==> src/rtl/mdioPkg.sv <==
package mdioPkg;

  typedef enum logic [2:0] {
    ST_HUNT,
    ST_START,
    ST_OP,
    ST_PHY,
    ST_REG,
    ST_TA,
    ST_DATA
  } mdioState_e;

  // strobes from the frame sequencer to the datapath, all for the current edge
  typedef struct packed {
    logic shiftEn;    // shift the sampled bit into the receive shifter
    logic latchPhy;   // last PHY address bit sampled
    logic latchReg;   // last register address bit sampled
    logic rdFire;     // raise the read request
    logic loadRd;     // take the returned read word
    logic driveZero;  // start driving, turnaround zero
    logic emitBit;    // put next read bit on the line
    logic dropLine;   // stop driving
    logic wrFire;     // raise the write strobe
  } mdioStb_t;

endpackage

==> src/rtl/mdioCtrl.sv <==
module mdioCtrl
  import mdioPkg::*;
#(
  parameter int PRE_LEN = 32,
  parameter int ADDR_W  = 5,
  parameter int DATA_W  = 16
) (
  input  logic     mdc,
  input  logic     rstN,
  input  logic     mdioIn,
  input  logic     phyHit,
  output mdioStb_t stb
);

  localparam int CNT_W   = $clog2(PRE_LEN + 1);
  localparam int FLD_MAX = (DATA_W > ADDR_W) ? DATA_W : ADDR_W;
  localparam int BIT_W   = $clog2(FLD_MAX);
  localparam logic [CNT_W-1:0] PRE_FULL  = CNT_W'(PRE_LEN);
  localparam logic [BIT_W-1:0] ADDR_LAST = BIT_W'(ADDR_W - 1);
  localparam logic [BIT_W-1:0] DATA_LAST = BIT_W'(DATA_W - 1);

  mdioState_e       state, stateN;
  logic [BIT_W-1:0] bitCnt, bitCntN;
  logic [CNT_W-1:0] oneCnt;
  logic             seenFull, seenFullN;
  logic             fullPre, fullPreN;
  logic             isRead, isReadN;
  logic             opHi;
  logic             preDone;
  logic             accessOn;

  assign preDone  = (oneCnt == PRE_FULL);
  assign accessOn = isRead && phyHit;

  always_comb begin
    stb       = '0;
    stateN    = state;
    bitCntN   = bitCnt + 1'b1;
    seenFullN = seenFull;
    fullPreN  = fullPre;
    isReadN   = isRead;
    unique case (state)
      ST_HUNT: begin
        bitCntN = '0;
        if (!mdioIn && (preDone || seenFull)) begin
          stateN   = ST_START;
          fullPreN = preDone;
        end
      end
      ST_START: begin
        bitCntN = '0;
        stateN  = mdioIn ? ST_OP : ST_HUNT;
      end
      ST_OP: begin
        if (bitCnt != '0) begin
          bitCntN = '0;
          // a legal opcode has two different bits; the first one tells read
          if (opHi != mdioIn) begin
            isReadN = opHi;
            stateN  = ST_PHY;
          end else begin
            stateN = ST_HUNT;
          end
        end
      end
      ST_PHY: begin
        stb.shiftEn = 1'b1;
        if (bitCnt == ADDR_LAST) begin
          stb.latchPhy = 1'b1;
          bitCntN      = '0;
          stateN       = ST_REG;
        end
      end
      ST_REG: begin
        stb.shiftEn = 1'b1;
        if (bitCnt == ADDR_LAST) begin
          stb.latchReg = 1'b1;
          stb.rdFire   = accessOn;
          bitCntN      = '0;
          stateN       = ST_TA;
        end
      end
      ST_TA: begin
        if (bitCnt == '0) begin
          stb.loadRd    = accessOn;
          stb.driveZero = accessOn;
        end else begin
          stb.emitBit = accessOn;
          bitCntN     = '0;
          stateN      = ST_DATA;
        end
      end
      ST_DATA: begin
        stb.shiftEn = 1'b1;
        if (bitCnt == DATA_LAST) begin
          stb.dropLine = 1'b1;
          stb.wrFire   = !isRead && phyHit;
          seenFullN    = seenFull | fullPre;
          bitCntN      = '0;
          stateN       = ST_HUNT;
        end else begin
          stb.emitBit = accessOn;
        end
      end
      default: stateN = ST_HUNT;
    endcase
  end

  always_ff @(posedge mdc or negedge rstN) begin
    if (!rstN) begin
      state    <= ST_HUNT;
      bitCnt   <= '0;
      oneCnt   <= '0;
      seenFull <= 1'b0;
      fullPre  <= 1'b0;
      isRead   <= 1'b0;
      opHi     <= 1'b0;
    end else begin
      state    <= stateN;
      bitCnt   <= bitCntN;
      seenFull <= seenFullN;
      fullPre  <= fullPreN;
      isRead   <= isReadN;
      opHi     <= mdioIn;
      // ones are counted only while hunting; any zero or frame activity restarts
      if (state == ST_HUNT && mdioIn) begin
        if (!preDone) oneCnt <= oneCnt + 1'b1;
      end else begin
        oneCnt <= '0;
      end
    end
  end

endmodule

==> src/rtl/mdioDatapath.sv <==
module mdioDatapath
  import mdioPkg::*;
#(
  parameter int ADDR_W    = 5,
  parameter int DATA_W    = 16,
  parameter int PHY_BASE  = 0,
  parameter int PHY_COUNT = 5
) (
  input  logic              mdc,
  input  logic              rstN,
  input  logic              mdioIn,
  input  mdioStb_t          stb,
  input  logic [DATA_W-1:0] regRdData,
  output logic              phyHit,
  output logic [ADDR_W-1:0] regPhy,
  output logic [ADDR_W-1:0] regAddr,
  output logic [DATA_W-1:0] regWrData,
  output logic              regWrStb,
  output logic              regRdStb,
  output logic              mdioOut,
  output logic              mdioOe
);

  localparam logic [ADDR_W:0] BASE = (ADDR_W + 1)'(PHY_BASE);
  localparam logic [ADDR_W:0] SPAN = (ADDR_W + 1)'(PHY_COUNT);

  logic [DATA_W-1:0] shiftReg;
  logic [DATA_W-1:0] rdShift;
  logic [ADDR_W:0]   phyOfs;

  // below the base the subtraction wraps past SPAN, so one compare covers both ends
  assign phyOfs = {1'b0, regPhy} - BASE;
  assign phyHit = (phyOfs < SPAN);

  always_ff @(posedge mdc or negedge rstN) begin
    if (!rstN) begin
      shiftReg  <= '0;
      rdShift   <= '0;
      regPhy    <= '0;
      regAddr   <= '0;
      regWrData <= '0;
      regWrStb  <= 1'b0;
      regRdStb  <= 1'b0;
      mdioOut   <= 1'b1;
      mdioOe    <= 1'b0;
    end else begin
      regWrStb <= stb.wrFire;
      regRdStb <= stb.rdFire;
      if (stb.shiftEn)  shiftReg  <= {shiftReg[DATA_W-2:0], mdioIn};
      if (stb.latchPhy) regPhy    <= {shiftReg[ADDR_W-2:0], mdioIn};
      if (stb.latchReg) regAddr   <= {shiftReg[ADDR_W-2:0], mdioIn};
      if (stb.wrFire)   regWrData <= {shiftReg[DATA_W-2:0], mdioIn};
      if (stb.loadRd)   rdShift   <= regRdData;
      if (stb.driveZero) begin
        mdioOe  <= 1'b1;
        mdioOut <= 1'b0;
      end else if (stb.emitBit) begin
        mdioOe  <= 1'b1;
        mdioOut <= rdShift[DATA_W-1];
        rdShift <= {rdShift[DATA_W-2:0], 1'b0};
      end else if (stb.dropLine) begin
        mdioOe  <= 1'b0;
        mdioOut <= 1'b1;
      end
    end
  end

endmodule

==> src/rtl/mdioSlave.sv <==
module mdioSlave
  import mdioPkg::*;
#(
  parameter int PRE_LEN   = 32,
  parameter int ADDR_W    = 5,
  parameter int DATA_W    = 16,
  parameter int PHY_BASE  = 0,
  parameter int PHY_COUNT = 5
) (
  input  logic              mdc,
  input  logic              rstN,
  input  logic              mdioIn,
  output logic              mdioOut,
  output logic              mdioOe,
  output logic [ADDR_W-1:0] regPhy,
  output logic [ADDR_W-1:0] regAddr,
  output logic [DATA_W-1:0] regWrData,
  output logic              regWrStb,
  output logic              regRdStb,
  input  logic [DATA_W-1:0] regRdData
);

  mdioStb_t stb;
  logic     phyHit;

  mdioCtrl #(
    .PRE_LEN(PRE_LEN),
    .ADDR_W (ADDR_W),
    .DATA_W (DATA_W)
  ) u_ctrl (
    .mdc   (mdc),
    .rstN  (rstN),
    .mdioIn(mdioIn),
    .phyHit(phyHit),
    .stb   (stb)
  );

  mdioDatapath #(
    .ADDR_W   (ADDR_W),
    .DATA_W   (DATA_W),
    .PHY_BASE (PHY_BASE),
    .PHY_COUNT(PHY_COUNT)
  ) u_dp (
    .mdc      (mdc),
    .rstN     (rstN),
    .mdioIn   (mdioIn),
    .stb      (stb),
    .regRdData(regRdData),
    .phyHit   (phyHit),
    .regPhy   (regPhy),
    .regAddr  (regAddr),
    .regWrData(regWrData),
    .regWrStb (regWrStb),
    .regRdStb (regRdStb),
    .mdioOut  (mdioOut),
    .mdioOe   (mdioOe)
  );

endmodule

==> config.mk <==
export PLATFORM = sky130hd
export DESIGN_NAME = mdioSlave
export DESIGN_NICKNAME = d
export VERILOG_FILES = /design/src/rtl/mdioPkg.sv /design/src/rtl/mdioCtrl.sv /design/src/rtl/mdioDatapath.sv /design/src/rtl/mdioSlave.sv
export SDC_FILE = /design/constraint.sdc
export NUM_CORES = 1
export LEC_CHECK = 0
export BUFFER_PORTS_ARGS = -buffer_cell sky130_fd_sc_hd__buf_4
export CORE_MARGIN = 2
export CORE_UTILIZATION = 45
export CTS_CLUSTER_SIZE = 28
export DETAILED_ROUTE_END_ITERATION = 10
export PLACE_DENSITY = 0.67
export REMOVE_ABC_BUFFERS = 1
export SLEW_MARGIN = 20
export SYNTH_ARGS = -nofsm -noshare
export SYNTH_HDL_FRONTEND = slang
export SYNTH_HIERARCHICAL = 1
export SYNTH_SLANG_ARGS = --single-unit
==> constraint.sdc <==
create_clock -name mdc -period 2.3 [get_ports mdc]
set_input_delay 0.69 -clock mdc [delete_from_list [all_inputs] [get_ports mdc]]
set_output_delay 0.69 -clock mdc [all_outputs]
set_load 0.02 [all_outputs]
## Word-level counts from Yosys, hierarchy flattened

Cells that the tools add are included.
Widths: inputs -> output; s select.

- Add/subtract/negate cells: 2
- Magnitude comparators: 1
- Equal/unequal tests: 17
- Multiplexer cells: 37
- Bitwise logic cells: 1
- Reduce and logical (&&, ||, !) cells: 18

Operator list:

| cell | number |
|---|---|
| $mux 16 | 3 |
| $pmux 3 s7 | 1 |
| $pmux 4 s5 | 1 |
| $mux 3 | 6 |
| $mux 2 | 8 |
| $mux 4 | 4 |
| $mux 6 | 2 |
| $mux 1 | 11 |
| $ne 2x1->1 const B | 5 |
| $eq 3x3->1 const B | 3 |
| $add 6x1->6 const B | 1 |
| $eq 3x2->1 const B | 2 |
| $eq 6x6->1 const B | 1 |
| $reduce_and 6->1 | 1 |
| $lt 5x3->1 const B | 1 |
| $add 4x1->4 const B | 1 |
| $eq 4x3->1 const B | 1 |
| $eq 4x4->1 const B | 1 |
| $logic_and 1x1->1 | 4 |
| $logic_not 4->1 | 1 |
| $ne 2x2->1 const B | 2 |
| $reduce_and 2->1 | 2 |
| $reduce_bool 4->1 | 1 |
| $reduce_or 2->1 | 2 |
| other kinds (10) | 11 |

- Register bits after elaboration: 78
- Input bits: 19
- Word-level logic and storage cells: 92

## Logic depth before layout (Yosys ltp)

- Depth after elaboration: 7
- Depth in mapped cells: 10
- Mapped depth without buffers: 8

## Modules after synthesis

Netlist, hierarchy kept.

By module, submodules not included:

| module | times used | cells each | area an instance (um^2) |
|---|---|---|---|
| mdioDatapath | 1 | 151 | 2,524.9 |
| mdioCtrl | 1 | 106 | 1,018.5 |

## Least setup slack after synthesis

Ideal clock, no wire load.

- Kind: reg2reg
- Start: reg u_ctrl.bitCnt[0]
- End: reg u_dp.rdShift[10]
- Setup time: 125 ps
- Arrival time: 2,222 ps
- Data required time: 2,175 ps
- Setup slack: -48 ps
- Cell stages (with the launch flop): 10
- Path buffers: 3
- Period minus slack after synthesis: 2,348 ps
- Cell sequence: dfrtp_1 -> inv_1 -> ha_1 -> or3b_4 -> nor3_1 -> buf_4 -> buf_6 -> buf_12 -> mux2_4 -> mux2_4

RTL lines:

| item | RTL line | text |
|---|---|---|
| start, declared | mdioCtrl.sv:23 | `logic [BIT_W-1:0] bitCnt, bitCntN;` |
| start signal, assigned | mdioCtrl.sv:120 | `bitCnt <= bitCntN;` |
| end signal, assigned | mdioDatapath.sv:53 | `if (stb.loadRd) rdShift <= regRdData;` |
| end signal, assigned | mdioDatapath.sv:60 | `rdShift <= {rdShift[DATA_W-2:0], 1'b0};` |
| end, declared | mdioDatapath.sv:28 | `logic [DATA_W-1:0] rdShift;` |

==> flow_summary.ini <==
[critical_path]
crit_required_ns = 2.54
crit_chain = inv_1 -> ha_1 -> or3b_4 -> nor3_4 -> clkbuf_4 -> mux2_4 -> mux2_4
crit_buf_inv = 2
crit_top_cell = mux2_4
worstSetupStartpointType = flip-flop
slowest_delay_ns = 0.42
slowest_stage = dfrtp_1
cp_top_family = simple AND/OR/NAND/NOR gates
worst_ep_arrival_time_ns = 2.43
critPathCaptureType = flip-flop
critPathKind = flip-flop to flip-flop
cp_max_fo = 5

[synthesis]
ys_types = 40
synth_top_area_share = 0.544
synth_area_leader_cell = dfrtp_1
syn_area_mm2 = 0.00354
synth_warnings = 6
synth_seq_cells = 78
synthCells = 257
avgSynthCellArea_um2 = 13.8
synth_area_leaders = dfrtp_1 (54%), mux2_2 (17%), mux2_4 (7.6%), ha_1 (1.4%), nor2_1 (1.4%)
synth_seq_area_share = 0.551

[cells_and_area]
final_cell_area_mm2 = 0.00431
regArea_mm2 = 0.00195
fin_cells = 426
nets = 342
fillers = 678
fin_util = 0.561
layout-drive-gt1-share = 0.500
num_antenna_cells = 0
syn_to_final_growth_pct = 21.7
multi_input_area_mm2 = 0.00149

[grt]
grt_pass1_wl_um = 11100
track_usage = 0.167
grt_pass1_vias = 2263
antenna_found_initial = 0
overflow = 0
grt_max_degree = 37

[clock_tree]
cts-htree-levels = 3
cts_tree = built
clock_sink_count = 78
cts_setup_buffers = 0
clockRootBuffer = clkbuf_8
numCtsBuffers = 9
clk_latency_ns = 0.36
clockBufferDepth = 2
cts.repair.resized = 0
cts_hold_buf = 0
path_clk_slew_ns = 0.09

[placement]
post_dp_cell_area_mm2 = 0.00408
portBuffers = 48
dp.cells = 409
hpwl_um = 4400
post-place-ws_ns = 0.0709
gp_congestion = 0.862

[routing]
postRouteAntennaNets = 0
vias = 2182
initialDrtViolationCount = 78
finalWirelength_um = 6440
drt-vias-per-instance = 5.12
routedWlPerCell_um = 15.1
drc = 0
firstDrtPassIters = 4

[die]
rows = 32
fp.dieH_um = 92.7
core_mm2 = 0.00769
die_w_um = 92.7
dieArea_mm2 = 0.00860
start_util = 0.461
ios = 49

[sta]
tns_ns = 0
worst_clock_skew_ns = 0.0107
layout_setup_ws_ns = 0.116
fin_crit_sh = 0.949
tightest_slew_ns = 0.482
max_freq_ghz = 0.458
relSlewSlack = 0.676
setup_violations = 0
min_period_ns = 2.18
hold_violations = 0
drv_slew = 0

[worst_hold_path]
hold_class = input pin to async pin

[power_and_ir_drop]
power_density_mw_per_mm2 = 857
vdd_ir_drop_max_v = 0.000509
leakage_nw = 2.16

[outcome]
outcome = finished, final reports clean

[flow_run]
maxCapViolations = 0
[worst reg2reg max path, stage by stage (launching register included)]
cell and delay [ns]:
dfrtp_1 0.42, inv_1 0.07, ha_1 0.15, or3b_4 0.41
nor3_4 0.23, clkbuf_4 0.25, mux2_4 0.30, mux2_4 0.25
[layout make-up]
| class | instances | share of cell area |
|---|---|---|
| clock buffer | 9 | 0.0287 |
| clock inverter | 7 | 0.0180 |
| inverter | 8 | 0.00696 |
| multi-input combinational | 158 | 0.345 |
| sequential | 78 | 0.453 |
| tap | 102 | 0.0296 |
| timing repair buffer | 64 | 0.119 |
[sequential cells by signal, summed over array words and instances, names as in the netlist]
name             flops
u_ctrl/state         3
u_dp/regWrStb        1
u_ctrl/oneCnt        6
u_dp/shiftReg       15
u_dp/mdioOut         1
u_dp/regWrData      16
u_dp/mdioOe          1
u_dp/regAddr         5
u_ctrl/bitCnt        4
u_dp/regRdStb        1
u_ctrl/fullPre       1
u_ctrl/isRead        1
u_ctrl/opHi          1
u_dp/regPhy          5
u_dp/rdShift        16
u_ctrl/seenFull      1
[cells in the final DEF (no fill, tap or decap), types with 2 or more instances in the layout]
cell | synthesis | routed
and2_1 | 2 | 2
buf_12 | 1 | 2
buf_4 | 3 | 59
buf_6 | 2 | 2
clkbuf_8 | 0 | 9
dfrtp_1 | 77 | 76
ha_1 | 4 | 4
inv_1 | 8 | 8
inv_6 | 0 | 4
mux2_2 | 54 | 54
mux2_4 | 18 | 18
mux2i_1 | 3 | 3
nand2_1 | 9 | 9
nand2b_1 | 3 | 3
nand3_1 | 5 | 5
nand4_1 | 2 | 2
nor2_1 | 13 | 13
nor2b_1 | 4 | 4
nor3_1 | 8 | 6
nor4_1 | 2 | 2
o21a_1 | 4 | 4
o21ai_0 | 3 | 3
o41ai_1 | 2 | 2
xnor2_1 | 4 | 4
xor2_1 | 4 | 4
[synthesized netlist by cell type]
| cell | number |
|---|---|
| dfrtp_1 | 77 |
| mux2_2 | 54 |
| mux2_4 | 18 |
| nor2_1 | 13 |
| nand2_1 | 9 |
| inv_1 | 8 |
| nor3_1 | 8 |
| nand3_1 | 5 |
| buf_2 | 4 |
| ha_1 | 4 |
| nor2b_1 | 4 |
| o21a_1 | 4 |
| xnor2_1 | 4 |
| xor2_1 | 4 |
| buf_4 | 3 |
| clkbuf_1 | 3 |
| mux2i_1 | 3 |
| nand2b_1 | 3 |
| o21ai_0 | 3 |
| and2_1 | 2 |
| buf_6 | 2 |
| nand4_1 | 2 |
| nor4_1 | 2 |
| o41ai_1 | 2 |
| a21o_1 | 1 |
| a21oi_1 | 1 |
| a22oi_1 | 1 |
| a311o_1 | 1 |
| a31oi_2 | 1 |
| a32o_1 | 1 |
| buf_12 | 1 |
| dfstp_2 | 1 |
| nor4_2 | 1 |
| nor4b_1 | 1 |
| o21a_4 | 1 |
| o21ai_1 | 1 |
| o221ai_4 | 1 |
| o22ai_1 | 1 |
| or3_1 | 1 |
| or3b_4 | 1 |
[per-layer routing]
metal	vias up	routed length, um	track usage
met5	-	0	0
met2	50	3080	0.252
met1	1094	2990	0.229
met3	10	229	0.0293
met4	0	146	0.0895
li1	1028	-	-
[metrics by stage]
| stage | hold slack (ns) | power [mW] |
|---|---|---|
| after floorplan | 0.394 | 2.36 |
| after global placement | 0.466 | 2.62 |
| after detailed placement | 0.474 | 2.65 |
| after CTS | 0.287 | 3.71 |
| after global routing | 0.315 | 3.92 |
| final | 0.280 | 3.69 |
[path summary, 6_finish.rpt]
path	cells past startpoint	slack [ns]	endpoint	from
min	1	0.28	u_dp/regWrData[12]$_DFFE_PN0P_	rstN
min reg2reg	1	0.49	u_ctrl/seenFull$_DFFE_PN0P_	u_ctrl/fullPre$_DFFE_PN0P_
max in group asynchronous	2	1.47	u_dp/regAddr[3]$_DFFE_PN0P_	rstN
max reg2reg	7	0.12	u_dp/rdShift[7]$_DFF_PN0_	u_ctrl/bitCnt[0]$_DFF_PN0_
max	7	0.12	u_dp/rdShift[7]$_DFF_PN0_	u_ctrl/bitCnt[0]$_DFF_PN0_
min in group mdc	1	0.49	u_ctrl/seenFull$_DFFE_PN0P_	u_ctrl/fullPre$_DFFE_PN0P_
[kinds of logic (layout without fill, tap and decap cells)]
logic type,count (synthesis),in the layout,share of synthesized area
XOR/XNOR,8,8,0.0198
flip-flops,78,78,0.551
AO/OA/AOI/OAI,19,19,0.0473
multiplexers,75,75,0.256
buffers and inverters,21,88,0.0357
adder cells (fa/ha/maj),4,4,0.0141
AND/OR/NAND/NOR,52,52,0.0756
[power by group]
group / switching [mW] / internal, mW / leakage (nW)
logic: 0.404 / 0.491 / 0.992
registers: 0.167 / 1.58 / 1.06
clock network: 0.540 / 0.514 / 0.101
total: 1.11 / 2.58 / 2.16
No activity file was read; power rests on OpenSTA's default activity.
